[config.mk]
export PLATFORM = sky130hd
export DESIGN_NAME = adc_scan_seq
export DESIGN_NICKNAME = d
export VERILOG_FILES = /design/src/rtl/adc_scan_pkg.sv /design/src/rtl/adc_range_bank.sv /design/src/rtl/adc_next_chan.sv /design/src/rtl/adc_scan_seq.sv
export SDC_FILE = /design/constraint.sdc
export NUM_CORES = 1
export LEC_CHECK = 0
export ABC_AREA = 1
export ABC_CLOCK_PERIOD_IN_PS = 3000
export BUFFER_PORTS_ARGS = -buffer_cell sky130_fd_sc_hd__buf_2
export CORE_MARGIN = 1.5
export CORE_UTILIZATION = 45
export DETAILED_ROUTE_END_ITERATION = 8
export PLACE_DENSITY = 0.75
export SYNTH_ARGS = -nofsm -noshare
export SYNTH_HDL_FRONTEND = slang
export SYNTH_SLANG_ARGS = --single-unit
[constraint.sdc]
create_clock -name clk -period 3 [get_ports clk]
set_clock_uncertainty 0.1 [all_clocks]
set_input_delay 0.15 -clock clk [delete_from_list [all_inputs] [get_ports clk]]
set_output_delay 0.15 -clock clk [all_outputs]
set_load 0.01 [all_outputs]
[src/rtl/adc_scan_pkg.sv]
package adc_scan_pkg;

    localparam int GAIN_W = 3;

    typedef enum logic [1:0] {
        SEL_WINDOW = 2'd0,
        SEL_RANGE  = 2'd1,
        SEL_CTRL   = 2'd2,
        SEL_SWTRIG = 2'd3
    } wr_target_e;

    typedef struct packed {
        logic              diff;
        logic              uni;
        logic [GAIN_W-1:0] gain;
    } chan_cfg_t;

endpackage

[src/rtl/adc_range_bank.sv]
module adc_range_bank
    import adc_scan_pkg::*;
#(
    parameter int NCH = 16,
    localparam int CW = $clog2(NCH)
) (
    input  logic          clk,
    input  logic          rst_n,
    input  logic          we,
    input  logic [CW-1:0] wr_ch,
    input  chan_cfg_t     wr_cfg,
    input  logic [CW-1:0] rd_a_ch,
    output chan_cfg_t     rd_a_cfg,
    input  logic [CW-1:0] rd_b_ch,
    output chan_cfg_t     rd_b_cfg
);

    chan_cfg_t cfg_q [NCH];

    for (genvar g = 0; g < NCH; g++) begin : g_entry
        chan_cfg_t entry_d;
        // Odd channels can never be the positive leg of a pair.
        if ((g % 2) == 1) begin : g_odd
            assign entry_d = '{diff: 1'b0, uni: wr_cfg.uni, gain: wr_cfg.gain};
        end else begin : g_even
            assign entry_d = wr_cfg;
        end

        always_ff @(posedge clk or negedge rst_n) begin
            if (!rst_n) begin
                cfg_q[g] <= '0;
            end else if (we && (wr_ch == CW'(g))) begin
                cfg_q[g] <= entry_d;
            end
        end
    end

    assign rd_a_cfg = cfg_q[rd_a_ch];
    assign rd_b_cfg = cfg_q[rd_b_ch];

endmodule

[src/rtl/adc_next_chan.sv]
module adc_next_chan #(
    parameter int CW = 4
) (
    input  logic [CW-1:0] cur,
    input  logic [CW-1:0] win_lo,
    input  logic [CW-1:0] win_hi,
    input  logic          is_diff,
    output logic [CW-1:0] nxt
);

    logic [CW-1:0] plus_one;
    logic          at_end;

    always_comb begin
        plus_one = cur + CW'(1);
        at_end   = (cur == win_hi) || (is_diff && (plus_one == win_hi));
        if (at_end) begin
            nxt = win_lo;
        end else if (is_diff) begin
            nxt = cur + CW'(2);
        end else begin
            nxt = plus_one;
        end
    end

endmodule

[src/rtl/adc_scan_seq.sv]
module adc_scan_seq
    import adc_scan_pkg::*;
#(
    parameter int NCH = 16,
    parameter int DW  = 12,
    parameter int WW  = 16,
    parameter int LAT = 4
) (
    input  logic                         clk,
    input  logic                         rst_n,
    input  logic                         wr_en,
    input  logic [1:0]                   wr_sel,
    input  logic [WW-1:0]                wr_data,
    input  logic                         pacer_tick,
    input  logic                         ext_trig,
    input  logic [DW-1:0]                conv_result,
    output logic [$clog2(NCH)-1:0]       mux_sel,
    output logic [GAIN_W-1:0]            fe_gain,
    output logic                         fe_unipolar,
    output logic                         fe_diff,
    output logic                         conv_start,
    output logic                         smp_push,
    output logic [$clog2(NCH)+DW-1:0]    smp_data,
    output logic                         cnt_clk_ext
);

    localparam int CW    = $clog2(NCH);
    localparam int SW    = CW + DW;
    localparam int CNTW  = (LAT > 1) ? $clog2(LAT) : 1;
    localparam int HI_LSB = 8;
    localparam int EN_W  = 3;
    localparam int CLKSEL_BIT = 6;

    typedef struct packed {
        logic [CW-1:0]   cur;
        logic [CW-1:0]   win_lo;
        logic [CW-1:0]   win_hi;
        logic [EN_W-1:0] trig_en;
        logic            clk_ext;
        logic            busy;
        logic [CNTW-1:0] wait_cnt;
        logic [CW-1:0]   conv_ch;
        logic            start_pls;
        logic            push;
        logic [SW-1:0]   sample;
    } seq_state_t;

    seq_state_t q, d;

    logic          win_wr, rng_wr, ctrl_wr, sw_wr;
    logic          halt, trig;
    logic [CW-1:0] base_ch, base_lo, base_hi, step_ch;
    chan_cfg_t     fe_cfg, base_cfg, wr_cfg;

    assign win_wr  = wr_en && (wr_sel == SEL_WINDOW);
    assign rng_wr  = wr_en && (wr_sel == SEL_RANGE);
    assign ctrl_wr = wr_en && (wr_sel == SEL_CTRL);
    assign sw_wr   = wr_en && (wr_sel == SEL_SWTRIG);

    assign base_ch = win_wr ? wr_data[CW-1:0] : q.cur;
    assign base_lo = win_wr ? wr_data[CW-1:0] : q.win_lo;
    assign base_hi = win_wr ? wr_data[HI_LSB +: CW] : q.win_hi;

    assign wr_cfg = '{diff: wr_data[5], uni: wr_data[4], gain: wr_data[GAIN_W-1:0]};

    adc_range_bank #(.NCH(NCH)) i_bank (
        .clk      (clk),
        .rst_n    (rst_n),
        .we       (rng_wr),
        .wr_ch    (q.cur),
        .wr_cfg   (wr_cfg),
        .rd_a_ch  (mux_sel),
        .rd_a_cfg (fe_cfg),
        .rd_b_ch  (base_ch),
        .rd_b_cfg (base_cfg)
    );

    adc_next_chan #(.CW(CW)) i_next (
        .cur     (base_ch),
        .win_lo  (base_lo),
        .win_hi  (base_hi),
        .is_diff (base_cfg.diff),
        .nxt     (step_ch)
    );

    always_comb begin
        d           = q;
        d.start_pls = 1'b0;
        d.push      = 1'b0;

        halt = ctrl_wr && (wr_data[EN_W-1:0] == '0);
        trig = ((sw_wr && q.trig_en[0]) ||
                (pacer_tick && q.trig_en[1]) ||
                (ext_trig && q.trig_en[2])) && !halt;

        if (win_wr) begin
            d.win_lo = wr_data[CW-1:0];
            d.win_hi = wr_data[HI_LSB +: CW];
            d.cur    = wr_data[CW-1:0];
        end

        if (ctrl_wr) begin
            d.trig_en = wr_data[EN_W-1:0];
            if (!halt) begin
                d.clk_ext = wr_data[CLKSEL_BIT];
            end
        end

        if (q.busy) begin
            if (q.wait_cnt == '0) begin
                d.busy   = 1'b0;
                d.push   = !halt;
                d.sample = {q.conv_ch, conv_result};
            end else begin
                d.wait_cnt = q.wait_cnt - CNTW'(1);
            end
        end else if (trig) begin
            d.busy      = 1'b1;
            d.wait_cnt  = CNTW'(LAT - 1);
            d.conv_ch   = base_ch;
            d.start_pls = 1'b1;
            d.cur       = step_ch;
        end

        if (halt) begin
            d.busy = 1'b0;
        end
    end

    always_ff @(posedge clk or negedge rst_n) begin
        if (!rst_n) begin
            q <= '0;
        end else begin
            q <= d;
        end
    end

    assign mux_sel     = q.busy ? q.conv_ch : q.cur;
    assign fe_gain     = fe_cfg.gain;
    assign fe_unipolar = fe_cfg.uni;
    assign fe_diff     = fe_cfg.diff;
    assign conv_start  = q.start_pls;
    assign smp_push    = q.push;
    assign smp_data    = q.sample;
    assign cnt_clk_ext = q.clk_ext;

    logic unused_wr_bits;
    assign unused_wr_bits = ^{wr_data[WW-1:HI_LSB+CW], wr_data[HI_LSB-1:CLKSEL_BIT+1],
                              wr_data[3]};

endmodule

# Word level (Yosys, flattened, before mapping)
# Index checks and enable logic that the tools add are counted.
# classes
n_addsub	3
n_mul	0
n_div	0
order_cmp	2
eq_ne	21
shifts	0
muxes	23
bitwise	4
n_reduce_logical	39
# op_table
cell	n
binary-select mux 5 bit (select 4 bit)	2
two-way mux 17 bit	2
equality test 4 bit (second input constant)	8
two-way mux 4 bit	8
logical AND 1 bit	26
two-way mux 5 bit	4
equality test 4 x 3 -> 1 bit (second input constant)	4
two-way mux 12 bit	1
>= comparator 5 bit (second input constant)	2
inverter 4 -> 5 bit	2
equality test 4 x 2 -> 1 bit (second input constant)	2
equality test 4 bit	2
two-way mux 8 bit	1
AND reduction 2 bit	4
adder 4 x 1 -> 4 bit (second input constant)	1
adder 4 x 2 -> 4 bit (second input constant)	1
equality test 2 bit (second input constant)	2
equality test 4 x 1 -> 1 bit (second input constant)	1
logical NOT 2 bit	2
logical NOT 4 bit	1
logical NOT 3 bit	1
logical OR 1 bit	3
two-way mux 1 bit	3
two-way mux 3 bit	1
other kinds (7)	8
# word_totals
register_bits	113
latch_bits	0
ram_bits	0
rom_bits	0
word_cells	143
n_memories	0

# Logic depth before layout (Yosys ltp)
# logic_depth
depth_word	12
ltp_mapped	18
mapped_depth_nobuf	18

# Modules after synthesis
# Synthesis repeated with hierarchy kept, for this count alone.
# hier_totals
cells_unflattened	885
hier_area_um2	6319.8
# modules_own_cells
module	n_inst	cells_per_inst	area_per_inst_um2	seq_area_each_um2
adc_range_bank	1	630	4184.0	1801.7
adc_scan_seq	1	201	1865.5	1026.0
adc_next_chan	1	54	270.3	0.0

# Least setup slack after synthesis
# OpenSTA, ideal clock, no wires.
# synth_path
path_type	register to register
start	reg q[38] (netlist name)
end	reg q[38] (netlist name)
arrival_ps	1821
required_time_ps	2787
setup_slack_ps	966
stages_incl_launch_ff	17
cell_sequence	dfrtp_1 > inv_1 > nand2_1 > nand2_2 > inv_1 > ha_1 > inv_1 > nand3_1 > nand2_1 > nor2_2 > nand3_1 > nor2_2 > nand2_2 > nand3_1 > nand3_1 > nand2_1 > inv_1
# synth_lines
element	line	text
start, declared	adc_scan_seq.sv:48	seq_state_t q, d;
start signal, assigned	adc_scan_seq.sv:132	q <= '0;
start signal, assigned	adc_scan_seq.sv:134	q <= d;

# Worst setup path after layout
# layout_path
start	reg q[24] (netlist name)
end	out fe_gain[2]
# layout_via
elab_chain_len	5
# layout_lines
element	line	text
two-way mux 4 bit	adc_scan_seq.sv:138	assign mux_sel = q.busy ? q.conv_ch : q.cur;
inverter 4 -> 5 bit (not written as such)	adc_range_bank.sv:38	assign rd_a_cfg = cfg_q[rd_a_ch];
binary-select mux 5 bit (select 4 bit)	adc_range_bank.sv:38	
two-way mux 5 bit (not written as such) (2 in a row)	adc_range_bank.sv:38	
end, declared	adc_scan_seq.sv:18	output logic [GAIN_W-1:0] fe_gain,
# No other way between the ends. The select of a mux whose other input is x is not followed.

==> impl_metrics.json <==
{
  "status": "complete, no violations",
  "htreeDepth": 4,
  "antenna_cells": 0,
  "grt_pass1_wl_mm": 22.5,
  "layout_commonest_cell": "nand2_1",
  "core_area_um2": 12000,
  "die_y_um": 114,
  "rsz0062_at_grt": "no",
  "place.port_buffers": 57,
  "synth_seq_cells": 113,
  "critPathKind": "reg -> out",
  "reg2reg_slack_ns": 0.59,
  "syn_nets": 703,
  "crit_arrival_ns": 2.56,
  "clock.fmax_mhz": 355,
  "instances_no_fill": 895,
  "fill_cells": 1052,
  "drc": 0,
  "clkSinkCount": 113,
  "hold_path_class": "in -> reg",
  "numCtsBuffers": 17,
  "maxSlewHeadroom_pct": 43.9,
  "globalplace.congestion": 0.914,
  "die_w_um": 114,
  "p_leak_nw": 3.29,
  "worst_pin_slew_ns": 0.835,
  "num_vias": 4914,
  "dp_hpwl_mm": 9.09,
  "grt_antenna_before_repair": 0,
  "drtIter0Drc": 388,
  "layout_common_cells": "nand2_1, o21ai_0, dfrtp_1",
  "ios": 63,
  "placed_cell_area_um2": 5840,
  "final_max_slew_viol_count": 0,
  "rows": 40,
  "post_drt_wl_per_cell_um": 15.5,
  "syn2layout_area_growth_pct": 21.7,
  "syn_inst": 665,
  "clk_path_buf_depth": 2,
  "crit_required_ns": 2.75,
  "tritoncts": "done",
  "tns_ns": 0,
  "overflow": 0,
  "hold_viol": 0,
  "cts_root_buf": "clkbuf_16",
  "cp-start-kind": "flop",
  "setup_viol": 0,
  "grt_pass1_vias": 4712,
  "ys_seq_area_share_pct": 51.2,
  "first_pass_iters": 5,
  "final_area_um2": 6720,
  "synthesis.area_um2": 5520,
  "grtUsageTotal_pct": 22.4,
  "cts_setup_buffers": 0,
  "yosysWarnings": 0,
  "routed_via_density": 5.49,
  "ant_nets": 0,
  "fin_crit_ns": 2.81,
  "clkTransAtPathRegs_ns": 0.05,
  "period_share_pct": 93.8,
  "drt-total-wl_mm": 13.9,
  "dp_cells": 840,
  "layout-drive-gt1-share_pct": 17.1,
  "fp.dieArea_um2": 12900,
  "clk_latency_ns": 0.42,
  "vdd_drop_max_uv": 614,
  "drv_cap": 0,
  "power_density_nw_per_um2": 1160,
  "grt_max_degree": 65,
  "fin_hold_ws_ns": 0.0624,
  "final_util_pct": 55.9,
  "critPathCaptureType": "primary output",
  "initial_utilization_pct": 46.0,
  "cp_max_fo": 12,
  "final_nets": 774,
  "syn_area_per_cell_um2": 8.30,
  "synthDistinctLibCells": 35
}
[cell usage after synthesis, drive strengths merged]
| cell type | n | area [µm²] |
|---|---|---|
| a31o | 1 | 8.76 |
| a21oi | 9 | 45.0 |
| o22ai | 5 | 31.3 |
| inv | 55 | 206 |
| xnor2 | 1 | 8.76 |
| o21ai | 126 | 634 |
| xor2 | 3 | 26.3 |
| nor3 | 6 | 30.0 |
| a311oi | 1 | 8.76 |
| and2 | 1 | 6.26 |
| nand3 | 37 | 198 |
| o311ai | 2 | 17.5 |
| clkbuf | 15 | 56.3 |
| a31oi | 1 | 6.26 |
| nor2 | 47 | 184 |
| buf | 24 | 184 |
| ha | 3 | 37.5 |
| mux2 | 12 | 135 |
| o211ai | 7 | 52.6 |
| dfrtp | 113 | 2830 |
| o221ai | 8 | 70.1 |
| nand2 | 186 | 728 |
| nand4 | 2 | 18.8 |
[final timing paths]
| path | startpoint | depth (start not counted) | endpoint |
|---|---|---|---|
| setup / recovery | q[24] | 10 | fe_gain[2] |
| hold / removal | wr_sel[1] | 4 | q[30] |
| setup reg to reg | q[38] | 17 | q[38] |
| hold reg to reg | i_bank.cfg_q[33] | 2 | i_bank.cfg_q[33] |
| max in group asynchronous | rst_n | 3 | i_bank.cfg_q[30] |
| min in group asynchronous | rst_n | 2 | q[32] |
[critical path: stages (launching register included)]
cell and delay [ns]:
dfrtp_1 0.55, inv_1 0.10, nand2_1 0.08, nand2_1 0.08, inv_1 0.31, buf_4 0.25, o21ai_0 0.10, o221ai_1 0.18
o311ai_0 0.21, nand2_1 0.14, buf_2 0.14
[per-stage QoR]
step,setup slack [ns],total power (W)
3_5_place_dp,0.455,0.00556
2_1_floorplan,0.966,0.00470
6_report,0.186,0.00782
5_1_grt,0.00911,0.00835
3_3_place_gp,0.510,0.00547
4_1_cts,0.213,0.00779
[final cells by class]
cell class	count	area [µm²]	share of cell area (%)
Multi-Input combinational cell	458	2250	33.4
Inverter	55	206	3.07
Sequential cell	113	2830	42.1
Clock inverter	9	154	2.29
Clock buffer	22	484	7.21
Tap cell	147	184	2.74
Timing Repair Buffer	91	616	9.16
[flip-flops by register name, indices dropped and copies added (netlist names)]
register,cells
smp_push,1
smp_data,16
i_bank.cfg_q,72
cnt_clk_ext,1
q,22
conv_start,1
[per-layer routing]
| metal | global-route usage [%] | part of all wire (%) |
|---|---|---|
| met2 | 35.9 | 47 |
| met4 | 10.1 | 2.3 |
| met3 | 6.16 | 7.9 |
| met1 | 28.4 | 43 |
| met5 | 0 | 0 |
[report_power, final]
part	switching [W]	internal, W
Clock	0.000680	0.00147
Sequential	0.000360	0.00215
Combinational	0.00201	0.00116
[logic make-up (layout without fill, tap and decap cells)]
kind of cell	count (synthesis)	count (layout)	share of synthesized area, %
and+or+nand+nor	279	279	21.1
DFF	113	113	51.2
adders and majority gates	3	3	0.680
AOI/OAI and AO/OA	160	160	15.8
buffers and inverters	94	177	8.09
muxes	12	12	2.45
xor gates and xnor gates	4	4	0.635
[what timing repair did]
action                     in CTS  in global routing
gates resized for setup         0                  2
hold endpoints to repair       73                  0
hold buffers                   24                  0
setup endpoints to repair       0                  2
(Power assumes the default switching activity.)
